### src/rtl/pcm_rx_pkg.sv
package pcm_rx_pkg;

  localparam int WORD_W = 24;

  typedef enum logic [1:0] {
    JUST_RIGHT = 2'd0,
    JUST_LEFT  = 2'd1,
    JUST_IIS   = 2'd2,
    JUST_NONE  = 2'd3
  } just_e;

  // Justification implied by the format code {width1, width0, i2s}.
  function automatic just_e fmt_just(input logic [2:0] code);
    case (code)
      3'b000, 3'b010, 3'b100: fmt_just = JUST_RIGHT;
      3'b110:                 fmt_just = JUST_LEFT;
      3'b001, 3'b011:         fmt_just = JUST_IIS;
      default:                fmt_just = JUST_NONE;
    endcase
  endfunction

  // Sample length in bits implied by the format code.
  function automatic logic [4:0] fmt_len(input logic [2:0] code);
    case (code)
      3'b000, 3'b001: fmt_len = 5'd16;
      3'b010:         fmt_len = 5'd20;
      default:        fmt_len = 5'd24;
    endcase
  endfunction

endpackage

### src/rtl/pcm_rx_edge.sv
// Brings bit clock, frame clock and data into the system clock domain and
// flags each bit-clock rising edge; all three wires see equal delay.
module pcm_rx_edge #(
  parameter int STAGES = 2
) (
  input  logic clk,
  input  logic rst_n,
  input  logic bclk_i,
  input  logic lrclk_i,
  input  logic sdata_i,
  output logic tick_o,
  output logic lr_o,
  output logic sd_o
);
  logic [STAGES:0]   b_q;
  logic [STAGES-1:0] l_q, d_q;

  always_ff @(posedge clk or negedge rst_n) begin
    if (!rst_n) begin
      b_q <= '0;
      l_q <= '0;
      d_q <= '0;
    end else begin
      b_q <= {b_q[STAGES-1:0], bclk_i};
      l_q <= {l_q[STAGES-2:0], lrclk_i};
      d_q <= {d_q[STAGES-2:0], sdata_i};
    end
  end

  assign tick_o = b_q[STAGES-1] & ~b_q[STAGES];
  assign lr_o   = l_q[STAGES-1];
  assign sd_o   = d_q[STAGES-1];
endmodule

### src/rtl/pcm_rx_capture.sv
// Slot tracking and word assembly for every justification.
module pcm_rx_capture
  import pcm_rx_pkg::*;
#(
  parameter int IDX_W = 6
) (
  input  logic              clk,
  input  logic              rst_n,
  input  logic              tick_i,
  input  logic              lr_i,
  input  logic              sd_i,
  input  logic [2:0]        fmt_i,
  input  logic              lr_swap_i,
  output logic              edge_o,
  output logic              ended_left_o,
  output logic              started_left_o,
  output logic [WORD_W-1:0] word_o
);
  localparam int WIN_W = IDX_W + 1;

  logic              lr_prev_q, lr_prev_n;
  logic [IDX_W-1:0]  idx_q, idx_n, idx_eff;
  logic [WORD_W-1:0] sh_q, sh_n, base;
  just_e             just;
  logic [4:0]        len;
  logic [4:0]        shamt;
  logic [WIN_W-1:0]  win_lo, win_hi;
  logic              in_win;

  function automatic logic is_left(input logic lvl, input just_e j, input logic swap);
    is_left = (j == JUST_IIS) ? ~lvl : (lvl ^ swap);
  endfunction

  always_comb begin
    just    = fmt_just(fmt_i);
    len     = fmt_len(fmt_i);
    shamt   = 5'(WORD_W) - len;
    edge_o  = tick_i && (lr_i != lr_prev_q);
    idx_eff = edge_o ? '0 : idx_q;
    win_lo  = (just == JUST_IIS) ? WIN_W'(1) : '0;
    win_hi  = win_lo + WIN_W'(len);
    in_win  = (just == JUST_RIGHT) ||
              ({1'b0, idx_eff} >= win_lo && {1'b0, idx_eff} < win_hi);
    base    = edge_o ? '0 : sh_q;

    lr_prev_n = lr_prev_q;
    idx_n     = idx_q;
    sh_n      = sh_q;
    if (tick_i) begin
      lr_prev_n = lr_i;
      if (edge_o)             idx_n = IDX_W'(1);
      else if (~&idx_q)       idx_n = idx_q + 1'b1;
      sh_n = in_win ? {base[WORD_W-2:0], sd_i} : base;
    end

    ended_left_o   = is_left(lr_prev_q, just, lr_swap_i);
    started_left_o = is_left(lr_i, just, lr_swap_i);
    word_o         = sh_q << shamt;
  end

  always_ff @(posedge clk or negedge rst_n) begin
    if (!rst_n) begin
      lr_prev_q <= 1'b0;
      idx_q     <= '0;
      sh_q      <= '0;
    end else begin
      lr_prev_q <= lr_prev_n;
      idx_q     <= idx_n;
      sh_q      <= sh_n;
    end
  end
endmodule

### src/rtl/pcm_rx_phase.sv
// Frame-start alignment against a free-running bit-clock counter.
module pcm_rx_phase #(
  parameter int FRAME_BITS = 64,
  parameter int SLIP_MAX   = 6
) (
  input  logic clk,
  input  logic rst_n,
  input  logic tick_i,
  input  logic start_i,
  output logic accept_o,
  output logic resync_o
);
  localparam int PW    = $clog2(FRAME_BITS);
  localparam int ERR_W = PW + 1;
  localparam int HALF  = FRAME_BITS / 2;

  logic [PW-1:0]    pos_q, pos_n;
  logic             acq_q, acq_n;
  logic             rs_q, rs_n;
  logic [ERR_W-1:0] err;
  logic             mis;

  always_comb begin
    err = ({1'b0, pos_q} <= ERR_W'(HALF)) ? {1'b0, pos_q}
                                          : ERR_W'(FRAME_BITS) - {1'b0, pos_q};
    mis      = !acq_q || (err > ERR_W'(SLIP_MAX));
    accept_o = start_i && !mis;

    pos_n = pos_q;
    acq_n = acq_q;
    rs_n  = rs_q;
    if (tick_i) begin
      if (start_i && mis)                   pos_n = PW'(1);
      else if (pos_q == PW'(FRAME_BITS - 1)) pos_n = '0;
      else                                   pos_n = pos_q + 1'b1;
    end
    if (start_i) begin
      acq_n = 1'b1;
      rs_n  = mis;
    end
  end

  always_ff @(posedge clk or negedge rst_n) begin
    if (!rst_n) begin
      pos_q <= '0;
      acq_q <= 1'b0;
      rs_q  <= 1'b1;
    end else begin
      pos_q <= pos_n;
      acq_q <= acq_n;
      rs_q  <= rs_n;
    end
  end

  assign resync_o = rs_q;
endmodule

### src/rtl/pcm_serial_rx.sv
module pcm_serial_rx
  import pcm_rx_pkg::*;
#(
  parameter int FRAME_BITS  = 64,
  parameter int SLIP_MAX    = 6,
  parameter int SYNC_STAGES = 2
) (
  input  logic              clk,
  input  logic              rst_n,
  input  logic              bclk_i,
  input  logic              lrclk_i,
  input  logic              sdata_i,
  input  logic [2:0]        fmt_i,
  input  logic              lr_swap_i,
  input  logic [1:0]        hid_sel_i,
  output logic [WORD_W-1:0] left_o,
  output logic [WORD_W-1:0] right_o,
  output logic              valid_o,
  output logic              resync_o,
  output logic              hid_l_o,
  output logic              hid_r_o
);
  logic              tick, lr_s, sd_s;
  logic              ch_edge, ended_left, started_left, accept;
  logic [WORD_W-1:0] word;
  logic              fmt_ok;
  logic [WORD_W-1:0] left_q, left_n, right_q, right_n;
  logic              valid_q, valid_n;

  function automatic logic tap(input logic [WORD_W-1:0] w, input logic [1:0] sel);
    case (sel)
      2'b00:   tap = w[WORD_W-16];
      2'b01:   tap = w[WORD_W-20];
      2'b11:   tap = w[WORD_W-24];
      default: tap = 1'b0;
    endcase
  endfunction

  pcm_rx_edge #(.STAGES(SYNC_STAGES)) u_edge (
    .clk(clk), .rst_n(rst_n), .bclk_i(bclk_i), .lrclk_i(lrclk_i),
    .sdata_i(sdata_i), .tick_o(tick), .lr_o(lr_s), .sd_o(sd_s)
  );

  pcm_rx_capture u_cap (
    .clk(clk), .rst_n(rst_n), .tick_i(tick), .lr_i(lr_s), .sd_i(sd_s),
    .fmt_i(fmt_i), .lr_swap_i(lr_swap_i), .edge_o(ch_edge),
    .ended_left_o(ended_left), .started_left_o(started_left), .word_o(word)
  );

  pcm_rx_phase #(.FRAME_BITS(FRAME_BITS), .SLIP_MAX(SLIP_MAX)) u_phase (
    .clk(clk), .rst_n(rst_n), .tick_i(tick),
    .start_i(ch_edge && started_left), .accept_o(accept), .resync_o(resync_o)
  );

  always_comb begin
    fmt_ok  = (fmt_just(fmt_i) != JUST_NONE);
    valid_n = accept && fmt_ok;
    left_n  = (ch_edge && fmt_ok &&  ended_left) ? word : left_q;
    right_n = (ch_edge && fmt_ok && !ended_left) ? word : right_q;
  end

  always_ff @(posedge clk or negedge rst_n) begin
    if (!rst_n) begin
      left_q  <= '0;
      right_q <= '0;
      valid_q <= 1'b0;
    end else begin
      left_q  <= left_n;
      right_q <= right_n;
      valid_q <= valid_n;
    end
  end

  assign valid_o = valid_q;
  assign left_o  = resync_o ? '0 : left_q;
  assign right_o = resync_o ? '0 : right_q;
  assign hid_l_o = tap(left_o, hid_sel_i);
  assign hid_r_o = tap(right_o, hid_sel_i);
endmodule

### config.mk
export PLATFORM = sky130hd
export DESIGN_NAME = pcm_serial_rx
export DESIGN_NICKNAME = d
export VERILOG_FILES = /design/src/rtl/pcm_rx_pkg.sv /design/src/rtl/pcm_rx_edge.sv /design/src/rtl/pcm_rx_capture.sv /design/src/rtl/pcm_rx_phase.sv /design/src/rtl/pcm_serial_rx.sv
export SDC_FILE = /design/constraint.sdc
export NUM_CORES = 1
export LEC_CHECK = 0
export CORE_MARGIN = 2
export CORE_UTILIZATION = 65
export CTS_CLUSTER_DIAMETER = 60
export DETAILED_ROUTE_END_ITERATION = 6
export DONT_BUFFER_PORTS = 1
export PLACE_DENSITY = 0.88
export SLEW_MARGIN = 10
export SYNTH_ARGS = -nofsm -noshare
export SYNTH_HDL_FRONTEND = slang
export SYNTH_SLANG_ARGS = --single-unit
### constraint.sdc
create_clock -name clk -period 7.85 [get_ports clk]
set_input_delay 0 -clock clk [delete_from_list [all_inputs] [get_ports clk]]
set_output_delay 0 -clock clk [all_outputs]
set_load 0.01 [all_outputs]
Word level (Yosys, flattened, before mapping)
Cells that the tools add are included.
{"block": "op_classes", "addsub": 5, "mux": 17, "div_mod_pow": 0, "n_reduce_logical": 24, "shifts": 1, "bitwise_logic": 6, "order_cmp": 4, "n_eq_ne": 12, "multipliers": 0}
{"op": "24-bit two-way mux", "n": 4}
{"op": "6-bit two-way mux", "n": 5}
{"op": "24-bit by 5-bit left shift with 24-bit output", "n": 1}
{"op": "6-bit by 1-bit adder with 6-bit output (second input constant)", "n": 2}
{"op": "1-bit logical AND", "n": 9}
{"op": "4-bit one-hot mux with 2 select lines", "n": 1}
{"op": "7-bit by 5-bit adder with 7-bit output", "n": 1}
{"op": "6-bit by 7-bit >= comparator with 1-bit output", "n": 1}
{"op": "7-bit by 3-bit > comparator with 1-bit output (second input constant)", "n": 1}
{"op": "6-bit by 7-bit less-than comparator with 1-bit output", "n": 1}
{"op": "7-bit two-way mux", "n": 1}
{"op": "7-bit by 6-bit subtractor with 7-bit output (first input constant)", "n": 1}
{"op": "3-bit by 2-bit == test with 1-bit output (second input constant)", "n": 2}
{"op": "3-bit == test (second input constant)", "n": 2}
{"op": "6-bit == test (second input constant)", "n": 1}
{"op": "6-bit less-or-equal comparator (second input constant)", "n": 1}
{"op": "1-bit one-hot mux with 3 select lines", "n": 2}
{"op": "2-bit one-hot mux with 3 select lines", "n": 1}
{"op": "6-bit AND reduction", "n": 1}
{"op": "5-bit subtractor (first input constant)", "n": 1}
{"op": "2-bit == test (second input constant)", "n": 2}
{"op": "2-bit logical NOT", "n": 2}
{"op": "2-bit inequality test (second input constant)", "n": 2}
{"op": "2-bit AND reduction", "n": 2}
{"op": "13 further kinds", "n": 22}
{"block": "totals", "ramBits": 0, "input_bits": 11, "out_inout_bits": 52, "elab_cells": 82, "n_memories": 0, "mem_bits_ro": 0, "latchBits": 0, "reg_bits": 95}

Depth between registers and ports, before layout
Gate-level depths: netlist of run 1.
{"block": "depth", "depth_word": 11, "depth_mapped": 11, "mapped_depth_nobuf": 9}

Hierarchy
Synthesis of run 1 repeated with hierarchy kept, for this count alone.
{"block": "unflattened", "hier_cells": 412, "hier_area_um2": 4951.0}
{"mod": "pcm_serial_rx", "cells_per_inst": 167, "area_each_um2": 2309.7, "instances": 1}
{"mod": "pcm_rx_capture", "cells_per_inst": 172, "area_each_um2": 1869.3, "instances": 1}
{"mod": "pcm_rx_phase", "cells_per_inst": 65, "area_each_um2": 583.1, "instances": 1}
{"mod": "pcm_rx_edge", "cells_per_inst": 8, "area_each_um2": 188.9, "instances": 1}

Least setup slack after synthesis of run 1
Ideal clock, no wire load.
{"block": "synth_path", "path_type": "register -> register", "from": "register u_cap.lr_prev_q", "to": "register u_cap.sh_q[10]", "t_arrival_ns": 2.456, "setup_slack_ns": 5.273, "required_ns": 7.729, "setup_time_ns": 0.121, "stages_incl_launch_ff": 11, "cell_sequence": "dfrtp_1 xnor2_1 nand2b_1 buf_2 and2_1 ha_1 a211oi_1 o21bai_1 a221o_1 buf_2 a22o_1"}
{"block": "synth_via", "elab_chain_len": 7, "elab_cells_between_ends": 9, "cone_classes": "order compare (2); eq/ne (1); mux (3); reduce/logical (3)"}
{"element": "start, declared", "line": "pcm_rx_capture.sv:21", "text": "logic lr_prev_q, lr_prev_n;"}
{"element": "start signal, assigned", "line": "pcm_rx_capture.sv:67", "text": "lr_prev_q <= lr_prev_n;"}
{"element": "1-bit inequality test *", "line": "pcm_rx_capture.sv:38", "text": "edge_o = tick_i && (lr_i != lr_prev_q);"}
{"element": "1-bit logical AND *", "line": "pcm_rx_capture.sv:38"}
{"element": "6-bit two-way mux", "line": "pcm_rx_capture.sv:39", "text": "idx_eff = edge_o ? '0 : idx_q;"}
{"element": "6-bit by 7-bit >= comparator with 1-bit output or 6-bit by 7-bit less-than comparator with 1-bit output (tied branches)", "line": "pcm_rx_capture.sv:43", "text": "({1'b0, idx_eff} >= win_lo && {1'b0, idx_eff} < win_hi);"}
{"element": "1-bit logical AND", "line": "pcm_rx_capture.sv:43"}
{"element": "1-bit logical OR", "line": "pcm_rx_capture.sv:42", "text": "in_win = (just == JUST_RIGHT) ||"}
{"element": "24-bit two-way mux *", "line": "pcm_rx_capture.sv:53", "text": "sh_n = in_win ? {base[WORD_W-2:0], sd_i} : base;"}
{"element": "end signal, assigned", "line": "pcm_rx_capture.sv:69", "text": "sh_q <= sh_n;"}
{"element": "end, declared", "line": "pcm_rx_capture.sv:23", "text": "logic [WORD_W-1:0] sh_q, sh_n, base;"}
Mark *: on every way between the ends. The rest lies on a longest branch, timed or not. The select of a mux whose other input is x is not followed.
A chain may end at the register's enable or synchronous reset.

Worst setup path after layout of run 1
{"block": "layout_path", "from": "register u_edge.b_q[1]", "to": "register u_cap.sh_q[0]"}
{"block": "layout_via", "elab_chain_len": 7, "elab_cells_between_ends": 9, "cone_classes": "order compare (2); mux (3); bitwise (1); reduce/logical (3)"}
{"element": "start, declared", "line": "pcm_rx_edge.sv:15", "text": "logic [STAGES:0] b_q;"}
{"element": "start signal, assigned", "line": "pcm_rx_edge.sv:24", "text": "b_q <= {b_q[STAGES-1:0], bclk_i};"}
{"element": "1-bit bitwise AND *", "line": "pcm_rx_edge.sv:30", "text": "assign tick_o = b_q[STAGES-1] & ~b_q[STAGES];"}
{"element": "1-bit logical AND", "line": "pcm_rx_capture.sv:38"}
{"element": "6-bit two-way mux", "line": "pcm_rx_capture.sv:39"}
{"element": "6-bit by 7-bit >= comparator with 1-bit output or 6-bit by 7-bit less-than comparator with 1-bit output (tied branches)", "line": "pcm_rx_capture.sv:43"}
{"element": "1-bit logical AND", "line": "pcm_rx_capture.sv:43"}
{"element": "1-bit logical OR", "line": "pcm_rx_capture.sv:42"}
{"element": "24-bit two-way mux", "line": "pcm_rx_capture.sv:53"}
Marks and branches as above.

==> results of run 1 <==
==> placed cells by master (no fill, tap or decap), drive strengths merged, types with 5 or more instances in the layout <==
cell     n
nand2   56
nor3     9
nand2b   8
clkbuf  10
and2     7
nor2    32
a22o    26
ha       6
mux2    33
o21ai   26
inv      5
dfrtp   94
a21oi   12
nor2b   51
a31oi    8
o22ai    8
==> critical path, delay by kind of cell, from the launching register on <==
kind / cells / cell delay, ns
compound gates: 4 / 1.37
fa+ha+maj: 1 / 0.28
flops: 1 / 0.36
simple gates: 3 / 0.97
==> final cells by class <==
type	instances	area, um^2	area share, %
flip-flops and latches	95	2380	48.6
well taps	96	120	2.45
inverters	5	18.8	0.384
repair buffers	8	90.1	1.84
clock buffers	10	128	2.61
clock inverters	6	68.8	1.41
multi-input cells	321	2090	42.7
==> state kept, by name, summed over array words and instances, names as in the netlist, 2 cells and up <==
| name | count |
|---|---|
| u_cap.idx_q | 6 |
| u_cap.sh_q | 24 |
| right_q | 24 |
| u_phase.pos_q | 6 |
| left_q | 24 |
| u_edge.d_q | 2 |
| u_edge.b_q | 3 |
| u_edge.l_q | 2 |
==> worst max-delay path by stage <==
stage	depth (start not counted)	startpoint	slack, ns	end
finish	8	u_edge.b_q[1]	4.76	u_cap.sh_q[0]
global route	8	u_edge.b_q[1]	4.45	u_cap.sh_q[0]
CTS	8	u_edge.b_q[1]	4.76	u_cap.sh_q[0]
detailed placement	8	fmt_i[2]	4.63	u_cap.sh_q[0]
global placement	8	fmt_i[2]	4.75	u_cap.sh_q[0]
floorplan	10	u_cap.lr_prev_q	5.27	u_cap.sh_q[10]
==> routing by layer <==
metal	up-vias	GRT usage, %	wire length (um)
met5	-	0	0
met4	0	10.5	170
met3	16	4.24	567
met2	136	39.3	4290
met1	1607	37.0	4190
li1	1547	-	-
==> kinds of logic after synthesis <==
family / count (synthesis)
and+or+nand+nor: 175
AOI/OAI and AO/OA: 99
DFF: 95
muxes: 36
buffers and inverters: 30
adders and majority gates: 6
xor gates and xnor gates: 5
==> power groups by stage <==
stage          Combinational [mW]  Sequential, mW  Clock, mW
5_1_grt                     0.361           0.741      0.348
3_3_place_gp                0.287           0.719          0
4_1_cts                     0.319           0.720      0.326
3_5_place_dp                0.302           0.728          0
6_report                    0.316           0.721      0.322
2_1_floorplan               0.294           0.660          0
==> results.json, run 1 <==
{
  "outcome": "finished clean",
  "power.density_nw_per_um2": 278,
  "p_total_mw": 1.36,
  "clk_pin_slew_worst_paths_ns": 0.09,
  "area_growth_pct": 6.42,
  "drv_slew": 0,
  "yosys_warnings": 0,
  "max_slew.worst_pin.slew_ns": 1.05,
  "worst_setup_path_end_kind": "flop",
  "antenna_found_initial": 0,
  "cts_sinks": 95,
  "cts_inserted_buffers": 9,
  "die_w_um": 88.1,
  "max_freq_mhz": 324,
  "async_reset_ff_share_pct": 100,
  "synth_ff_type": "dfrtp_1",
  "synthMuxAreaShare_pct": 8.73,
  "hold_path.class": "primary input to flop",
  "synthSimpleGateAreaFrac_pct": 19.0,
  "grt_max_degree": 96,
  "initial_core_util_pct": 67.3,
  "worst-path-max-fanout": 23,
  "port_buffers": 0,
  "drt-vias-per-instance": 6.11,
  "maxCapViolations": 0,
  "grt_pass1_vias": 3105,
  "peakVddDrop_mv": 0.182,
  "place.gp.congestion": 0.873,
  "drive_above_1_share_pct": 7.87,
  "htreeDepth": 3,
  "post-cts-setup-buffers": 0,
  "r2r_end": "u_cap.sh_q[0]",
  "grt_overflow_total": 0,
  "fin_cells": 541,
  "synth_most_common_cell": "dfrtp_1",
  "place_inst": 520,
  "r2r-start": "u_edge.b_q[1]",
  "crit_arrival_ns": 3.35,
  "fin_crit_sh_pct": 39.4,
  "avgSynthCellArea_um2": 10.3,
  "rows": 30,
  "tritoncts": "done",
  "synth_top_family_by_area": "simple AND/OR/NAND/NOR gates",
  "setup.worst_path.class": "flop to flop",
  "max-slew-margin-rel_pct": 29.6,
  "drt-pass1-iter-count": 4,
  "reg2reg_slack_ns": 4.76,
  "hold_buffers": 5,
  "grt.total_usage_pct": 25.7,
  "pwr-share-seq_pct": 53.1,
  "synth_cell_type_count": 50,
  "p_comb_share_pct": 23.3,
  "clockBufferDepth": 2,
  "synth_area_leaders": "dfrtp_1 (51%), nor2b_1 (6.9%), mux2_1 (5.4%), a22o_1 (5.0%), nand2_1 (4.6%)",
  "p_switching_mw": 0.473,
  "yosys.area.top_type": "dfrtp_1",
  "wl_um": 9220,
  "nets": 457,
  "hold_depth": 4,
  "whs_ns": 0.178,
  "internal_power_mw": 0.887,
  "drcViolationCount": 0,
  "syn_inst": 446,
  "rsz0062_at_grt": "false",
  "tns_ns": 0,
  "skew_ns": 0.00732,
  "clock_latency_ns": 0.36,
  "path_cells": "nor2b_1 -> nand2b_1 -> and2_1 -> ha_1 -> a211oi_1 -> o21bai_1 -> a221o_1 -> a32o_1",
  "nFillCells": 492,
  "critPathMaxStageDelay_ns": 0.67,
  "r2r_cells": 8,
  "crit_path_top_delay_cell": "a221o_1",
  "via_count": 3306,
  "placed_area_um2": 4630,
  "period_needed_ns": 3.09,
  "required_ns": 8.11,
  "drtIter0Drc": 273,
  "post-place-ws_ns": 4.63,
  "synth_top_area_share_pct": 51.2,
  "finalHoldViolCount": 0,
  "finish.instance_area_um2": 4890,
  "cts_resized": 0,
  "switching_share_pct": 34.8,
  "synth_xor_area_share_pct": 0.952,
  "antenna_cells": 0,
  "synth.ff_latch_count": 95,
  "pin_count": 63,
  "synth_commonest_cells": "dfrtp_1 (94), nand2_1 (56), nor2b_1 (51)",
  "die_h_um": 88.1,
  "hold_path_end": "right_q[18]",
  "die-area_um2": 7760,
  "synth.cell_area_um2": 4600,
  "dp_hpwl_um": 6290,
  "crit_path_start_kind": "flop",
  "leakagePower_nw": 2.23,
  "wl_per_cell_um": 17.0,
  "hold_start": "lr_swap_i",
  "setup-violations-final": 0,
  "synth_edf_count": 0,
  "pwr-share-clk_pct": 23.7,
  "synth_nets": 463,
  "core_area_um2": 6830,
  "synth_fa_ha_area_share_pct": 1.63,
  "synth_compound_area_share_pct": 15.1,
  "synth-seq-area-share_pct": 51.7,
  "fin_ws_ns": 4.76,
  "cts_root_buffer": "clkbuf_8",
  "utilization_pct": 71.6,
  "grt_pass1_wl_um": 15100,
  "ant_nets": 0
}
(Power assumes the default switching activity.)
==> run 2, diff against run 1 <==
ABC_AREA = 1   (was unset)
CORE_UTILIZATION = 64   (was 65)
PLACE_DENSITY = 0.87   (was 0.88)
clock period = 2.95 ns   (was 7.85 ns; I/O delays follow)
==> run 2 against run 1 <==
Effect of this change:
- sequential cell count unchanged
- global-route usage increased by 1.4 points
- first-iteration DRC count increased by 40%
- core utilization decreased by 1.9 points
- clock-buffer cell count unchanged
- power increased to 3.3 times the previous value
- combinational power increased to 4.7 times the previous value
- hold slack got worse by 0.17 ns
- critical path type unchanged
- largest cell class unchanged
- largest power group unchanged
- highest routed layer unchanged
==> results.json, run 2 <==
{
  "outcome": "finished clean",
  "setup-violations-final": 0,
  "grt_pass1_vias": 4154,
  "antenna_cells": 0,
  "clk_pin_slew_worst_paths_ns": 0.10,
  "cts_root_buffer": "clkbuf_8",
  "power.density_nw_per_um2": 826,
  "post-cts-setup-buffers": 0,
  "port_buffers": 0,
  "wl_per_cell_um": 14.2,
  "antenna_found_initial": 0,
  "p_total_mw": 4.45,
  "synth_area_leaders": "dfrtp_1 (46%), nand2_1 (15%), inv_1 (6.9%), nand3_1 (6.6%), o21ai_0 (5.6%)",
  "htreeDepth": 3,
  "critPathMaxStageDelay_ns": 0.44,
  "maxCapViolations": 0,
  "clockBufferDepth": 2,
  "nets": 705,
  "crit_family": "simple AND/OR/NAND/NOR gates",
  "period_needed_ns": 2.55,
  "final_cell_mix": "nand2_1 (207), inv_1 (94), dfrtp_1 (94)",
  "cp.depth": 15,
  "cts_sinks": 95,
  "core_area_um2": 7730,
  "path_cells": "nand2_1 -> nand3_4 -> nand2_1 -> ha_1 -> inv_1 -> o21ai_0 -> nand2_1 -> nand2_1 -> nand2_1 -> nand2_1 -> nand2_4 -> nand2_2 -> nand2_1 -> nand3_1 -> nand2_1",
  "die-area_um2": 8690,
  "tns_ns": 0,
  "drcViolationCount": 0,
  "synth_top_family_by_area": "simple AND/OR/NAND/NOR gates",
  "hold_path.class": "primary input to flop",
  "wl_um": 11300,
  "yosys.area.top_type": "dfrtp_1",
  "worst-path-max-fanout": 25,
  "synthMuxAreaShare_pct": 0,
  "yosys_warnings": 0,
  "dp_hpwl_um": 7530,
  "tritoncts": "done",
  "synth-seq-area-share_pct": 46.7,
  "max_slew.worst_pin.slew_ns": 0.574,
  "crit_path_start_kind": "flop",
  "syn_inst": 698,
  "initial_core_util_pct": 65.9,
  "peakVddDrop_mv": 0.370,
  "crit_path_top_delay_cell": "dfrtp_1",
  "synth_ff_type": "dfrtp_1",
  "layout_commonest_cell": "nand2_1",
  "grt_max_degree": 96,
  "cts_inserted_buffers": 9,
  "grt_pass1_wl_um": 18800,
  "grt.total_usage_pct": 27.1,
  "place.gp.congestion": 0.970,
  "top_regs": "left_q (24), right_q (24), u_cap.sh_q (24)",
  "synth_xor_area_share_pct": 0.663,
  "drive_above_1_share_pct": 6.78,
  "synth_commonest_cells": "nand2_1 (207), dfrtp_1 (94), inv_1 (94)",
  "finalHoldViolCount": 0,
  "ant_nets": 0,
  "leakagePower_nw": 2.80,
  "area_growth_pct": 5.82,
  "setup.worst_path.class": "flop to flop",
  "synth_compound_area_share_pct": 10.3,
  "worst-path-buf-inv": 1,
  "synth_fa_ha_area_share_pct": 1.47,
  "skew_ns": 0.0124,
  "max-slew-margin-rel_pct": 61.7,
  "drtIter0Drc": 383,
  "crit_arrival_ns": 2.82,
  "synth_cell_type_count": 34,
  "synth_edf_count": 0,
  "rsz0062_at_grt": "false",
  "synth_top_area_share_pct": 46.2,
  "clock_latency_ns": 0.37,
  "synth.cell_area_um2": 5090,
  "synth.ff_latch_count": 95,
  "drt-pass1-iter-count": 5,
  "die_h_um": 93.2,
  "drt-vias-per-instance": 5.67,
  "async_reset_ff_share_pct": 100,
  "synth_nets": 715,
  "hold_depth": 5,
  "synthSimpleGateAreaFrac_pct": 29.9,
  "die_w_um": 93.2,
  "fin_crit_sh_pct": 86.5,
  "via_count": 4504,
  "grt_overflow_total": 0,
  "required_ns": 3.22,
  "max_freq_mhz": 392,
  "worst_setup_path_end_kind": "flop",
  "pin_count": 63,
  "r2r_cells": 15,
  "drv_slew": 0,
  "crit_top_cell": "nand2_1",
  "rows": 32,
  "avgSynthCellArea_um2": 7.30,
  "synth_most_common_cell": "nand2_1"
}
-- run 2: per-layer routing --
metal / GRT usage (%) / vias to the layer above / wire length [um]
li1: - / 2156 / -
met1: 37.5 / 2102 / 4920
met2: 43.5 / 228 / 5280
met3: 5.56 / 18 / 914
met4: 8.58 / 0 / 159
met5: 0 / - / 0
-- run 2: power breakdown --
| part | internal [mW] | switching (mW) | total (mW) |
|---|---|---|---|
| Sequential | 1.72 | 0.272 | 1.99 |
| Clock | 0.486 | 0.481 | 0.966 |
| Combinational | 0.453 | 1.04 | 1.50 |
| Total | 2.66 | 1.80 | 4.45 |
-- run 2: worst paths after layout --
kind	start	slack, ns	end
max reg2reg	u_cap.lr_prev_q	0.40	u_cap.sh_q[4]
max	u_cap.lr_prev_q	0.40	u_cap.sh_q[4]
min reg2reg	u_edge.b_q[0]	0.36	u_edge.b_q[1]
max in group asynchronous	rst_n	2.38	u_cap.sh_q[12]
min in group asynchronous	rst_n	0.20	left_q[2]
min	fmt_i[2]	0.009	valid_o
-- run 2: per-stage QoR --
stage	setup slack (ns)	hold WS (ns)	cell area, um^2	instances	util (%)
after floorplan	0.794	-0.296	5090	698	-
after detailed placement	0.462	-0.293	5090	773	65.9
final	0.399	0.00887	5390	795	69.8
after global routing	0.202	0.0617	5390	795	69.8
after global placement	0.558	-0.293	5090	773	65.9
after CTS	0.439	0.0132	5390	795	69.8
-- run 2: repair_timing --
item | 4_1_cts | 5_1_grt
gates resized for setup | 0 | 0
hold buffers | 6 | 0
hold endpoints to repair | 99 | 0
-- run 2: cell families after synthesis --
family	Yosys count
and+or+nand+nor	362
buffers and inverters	135
AOI/OAI and AO/OA	97
DFF	95
adders and majority gates	6
xor gates and xnor gates	3
-- run 2: area by class of cell --
type                       instances  area (um^2)
sequential                        95         2380
clock buffer                      10          128
inverter                         101          379
clock inverter                     6         93.8
multi-input combinational        468         2150
fill                             615         2340
timing repair buffer              13          130
tap                              102          128
-- run 2: tightest hold or removal path: cells and delay by family --
kind	cells	cell delay, ns
AND/OR/NAND/NOR	4	0.30
buffers and inverters	1	0.05
==> run 3, diff against run 2 <==
CORE_UTILIZATION = 58   (was 64)
PLACE_DENSITY = 0.83   (was 0.87)
TNS_END_PERCENT = 10   (was unset)
clock period = 2.31 ns   (was 2.95 ns; I/O delays follow)
==> run 3 against run 2 <==
Effect of this change:
- cell count rose by 1.1%
- clock power rose by 20%
- core utilization fell by 7.0 points
- sequential power rose by 28%
- fmax rose by 20%
- clock skew fell by 0.0025 ns
- sequential share of layout area fell by 0.25 points
==> results.json, run 3 (synthesized netlist as in run 2, its figures left out) <==
{
  "outcome": "finished clean",
  "skew_ns": 0.00995,
  "p_switching_mw": 2.27,
  "ant_nets": 0,
  "grt_overflow_total": 0,
  "path_cells": "nand2_1 -> nand3_4 -> nand2_1 -> inv_1 -> ha_1 -> o21ai_0 -> nand2_1 -> nand2_1 -> nand2_1 -> nand2_1 -> nand2_4 -> buf_6 -> nand3_1 -> nand3_1 -> nand2_1",
  "die_w_um": 97.7,
  "drt-vias-per-instance": 5.47,
  "tritoncts": "done",
  "antenna_cells": 0,
  "setup-violations-final": 0,
  "port_buffers": 0,
  "drive_above_1_share_pct": 7.18,
  "multi_input_area_um2": 2170,
  "crit_arrival_ns": 2.39,
  "leakagePower_nw": 2.81,
  "grt_pass1_wl_um": 18800,
  "required_ns": 2.57,
  "rsz0062_at_grt": "false",
  "hold_start": "fmt_i[0]",
  "crit_path_top_delay_cell": "dfrtp_1",
  "grt_pass1_vias": 4129,
  "rows": 34,
  "cts_root_buffer": "clkbuf_8",
  "crit_top_cell": "nand2_1",
  "drcViolationCount": 0,
  "pwr-share-seq_pct": 45.4,
  "critPathMaxStageDelay_ns": 0.44,
  "cts_inserted_buffers": 9,
  "drtIter0Drc": 509,
  "crit_path_start_kind": "flop",
  "seq_area_um2": 2380,
  "switching_share_pct": 40.6,
  "die_h_um": 97.7,
  "grt.total_usage_pct": 23.7,
  "layout_commonest_cell": "nand2_1",
  "via_count": 4397,
  "clock_latency_ns": 0.37,
  "max_freq_mhz": 469,
  "htreeDepth": 3,
  "final_cell_mix": "nand2_1 (207), inv_1 (94), dfrtp_1 (94)",
  "maxCapViolations": 0,
  "wl_um": 11000,
  "antenna_found_initial": 0,
  "hold_depth": 5,
  "hold_path.class": "primary input to flop",
  "internal_power_mw": 3.32,
  "period_needed_ns": 2.13,
  "place.gp.congestion": 0.838,
  "utilization_pct": 62.8,
  "setup.worst_path.class": "flop to flop",
  "max-slew-margin-rel_pct": 62.7,
  "clk_pin_slew_worst_paths_ns": 0.10,
  "max_slew.worst_pin.slew_ns": 0.559,
  "power.density_nw_per_um2": 1030,
  "fin_crit_sh_pct": 92.2,
  "drt-pass1-iter-count": 6,
  "nets": 708,
  "clockBufferDepth": 2,
  "initial_core_util_pct": 59.0,
  "peakVddDrop_mv": 0.366,
  "post-cts-setup-buffers": 0,
  "die-area_um2": 9550,
  "wl_per_cell_um": 13.7,
  "crit_family": "simple AND/OR/NAND/NOR gates",
  "top_regs": "left_q (24), right_q (24), u_cap.sh_q (24)",
  "area_growth_pct": 6.44,
  "r2r_end": "u_cap.sh_q[8]",
  "worst_setup_path_end_kind": "flop",
  "worst-path-max-fanout": 23,
  "pwr-share-clk_pct": 20.7,
  "p_comb_share_pct": 33.8,
  "reg2reg_slack_ns": 0.18,
  "finalHoldViolCount": 0,
  "drv_slew": 0,
  "nFillCells": 729,
  "pin_count": 63,
  "hold_path_end": "valid_o",
  "r2r_cells": 15,
  "worst-path-buf-inv": 2,
  "core_area_um2": 8640,
  "tns_ns": 0,
  "dp_hpwl_um": 7530,
  "cts_sinks": 95,
  "p_total_mw": 5.59,
  "r2r-start": "u_cap.lr_prev_q",
  "grt_max_degree": 96
}
## run 3: power groups by stage
| stage | clock network [mW] | logic (mW) | registers, mW |
|---|---|---|---|
| 2_1_floorplan | 0 | 1.54 | 2.45 |
| 3_3_place_gp | 0 | 1.75 | 2.54 |
| 3_5_place_dp | 0 | 1.83 | 2.56 |
| 4_1_cts | 1.17 | 1.89 | 2.53 |
| 5_1_grt | 1.22 | 2.15 | 2.61 |
| 6_report | 1.16 | 1.89 | 2.54 |
## run 3: area by class of cell
type                    instances  share of cell area, %
clock buffers                  11                   2.61
clock inverters                 5                   1.18
repair buffers                 16                   2.88
well taps                     108                   2.49
multi-input cells             468                   40.0
flip-flops and latches         95                   43.9
inverters                     101                   6.99
## run 3: worst max path at each step
stage	from	end	slack [ns]	depth (start not counted)
2_1_floorplan	u_cap.lr_prev_q	u_cap.sh_q[23]	0.15	18
3_3_place_gp	u_cap.lr_prev_q	u_cap.sh_q[23]	0.19	15
3_5_place_dp	u_cap.lr_prev_q	u_cap.sh_q[5]	0.06	15
4_1_cts	u_cap.lr_prev_q	u_cap.sh_q[5]	0.02	15
5_1_grt	u_edge.b_q[1]	u_cap.sh_q[5]	0.02	16
6_report	u_cap.lr_prev_q	u_cap.sh_q[8]	0.18	15
## run 3: metal layers
metal	global-route usage (%)	part of all wire, %	up-vias
met1	33.9	47	2065
met4	7.91	2.0	0
met2	37.8	46	144
met3	3.31	4.9	21
met5	0	0	-
li1	-	-	2167
## run 3: metrics by stage
stage | setup slack [ns] | hold slack [ns] | std cells | cell area, um^2
after floorplan | 0.154 | -0.296 | 698 | 5090
after global placement | 0.194 | -0.293 | 782 | 5120
after detailed placement | 0.0648 | -0.293 | 782 | 5120
after CTS | 0.0158 | 0.000419 | 804 | 5400
after global routing | 0.0200 | 0.0487 | 804 | 5420
final | 0.180 | 0.00221 | 804 | 5420
## run 3: tightest hold or removal path, delay by kind of cell
| kind | cells | cell delay [ns] |
|---|---|---|
| buffers and inverters | 1 | 0.05 |
| and+or+nand+nor | 4 | 0.29 |
## run 3: timing repair
| item | in CTS | in global routing |
|---|---|---|
| endpoints found under the setup margin | 0 | 24 |
| hold buffers | 6 | 0 |
| endpoints found under the hold margin | 99 | 0 |
| gates resized for setup | 0 | 3 |
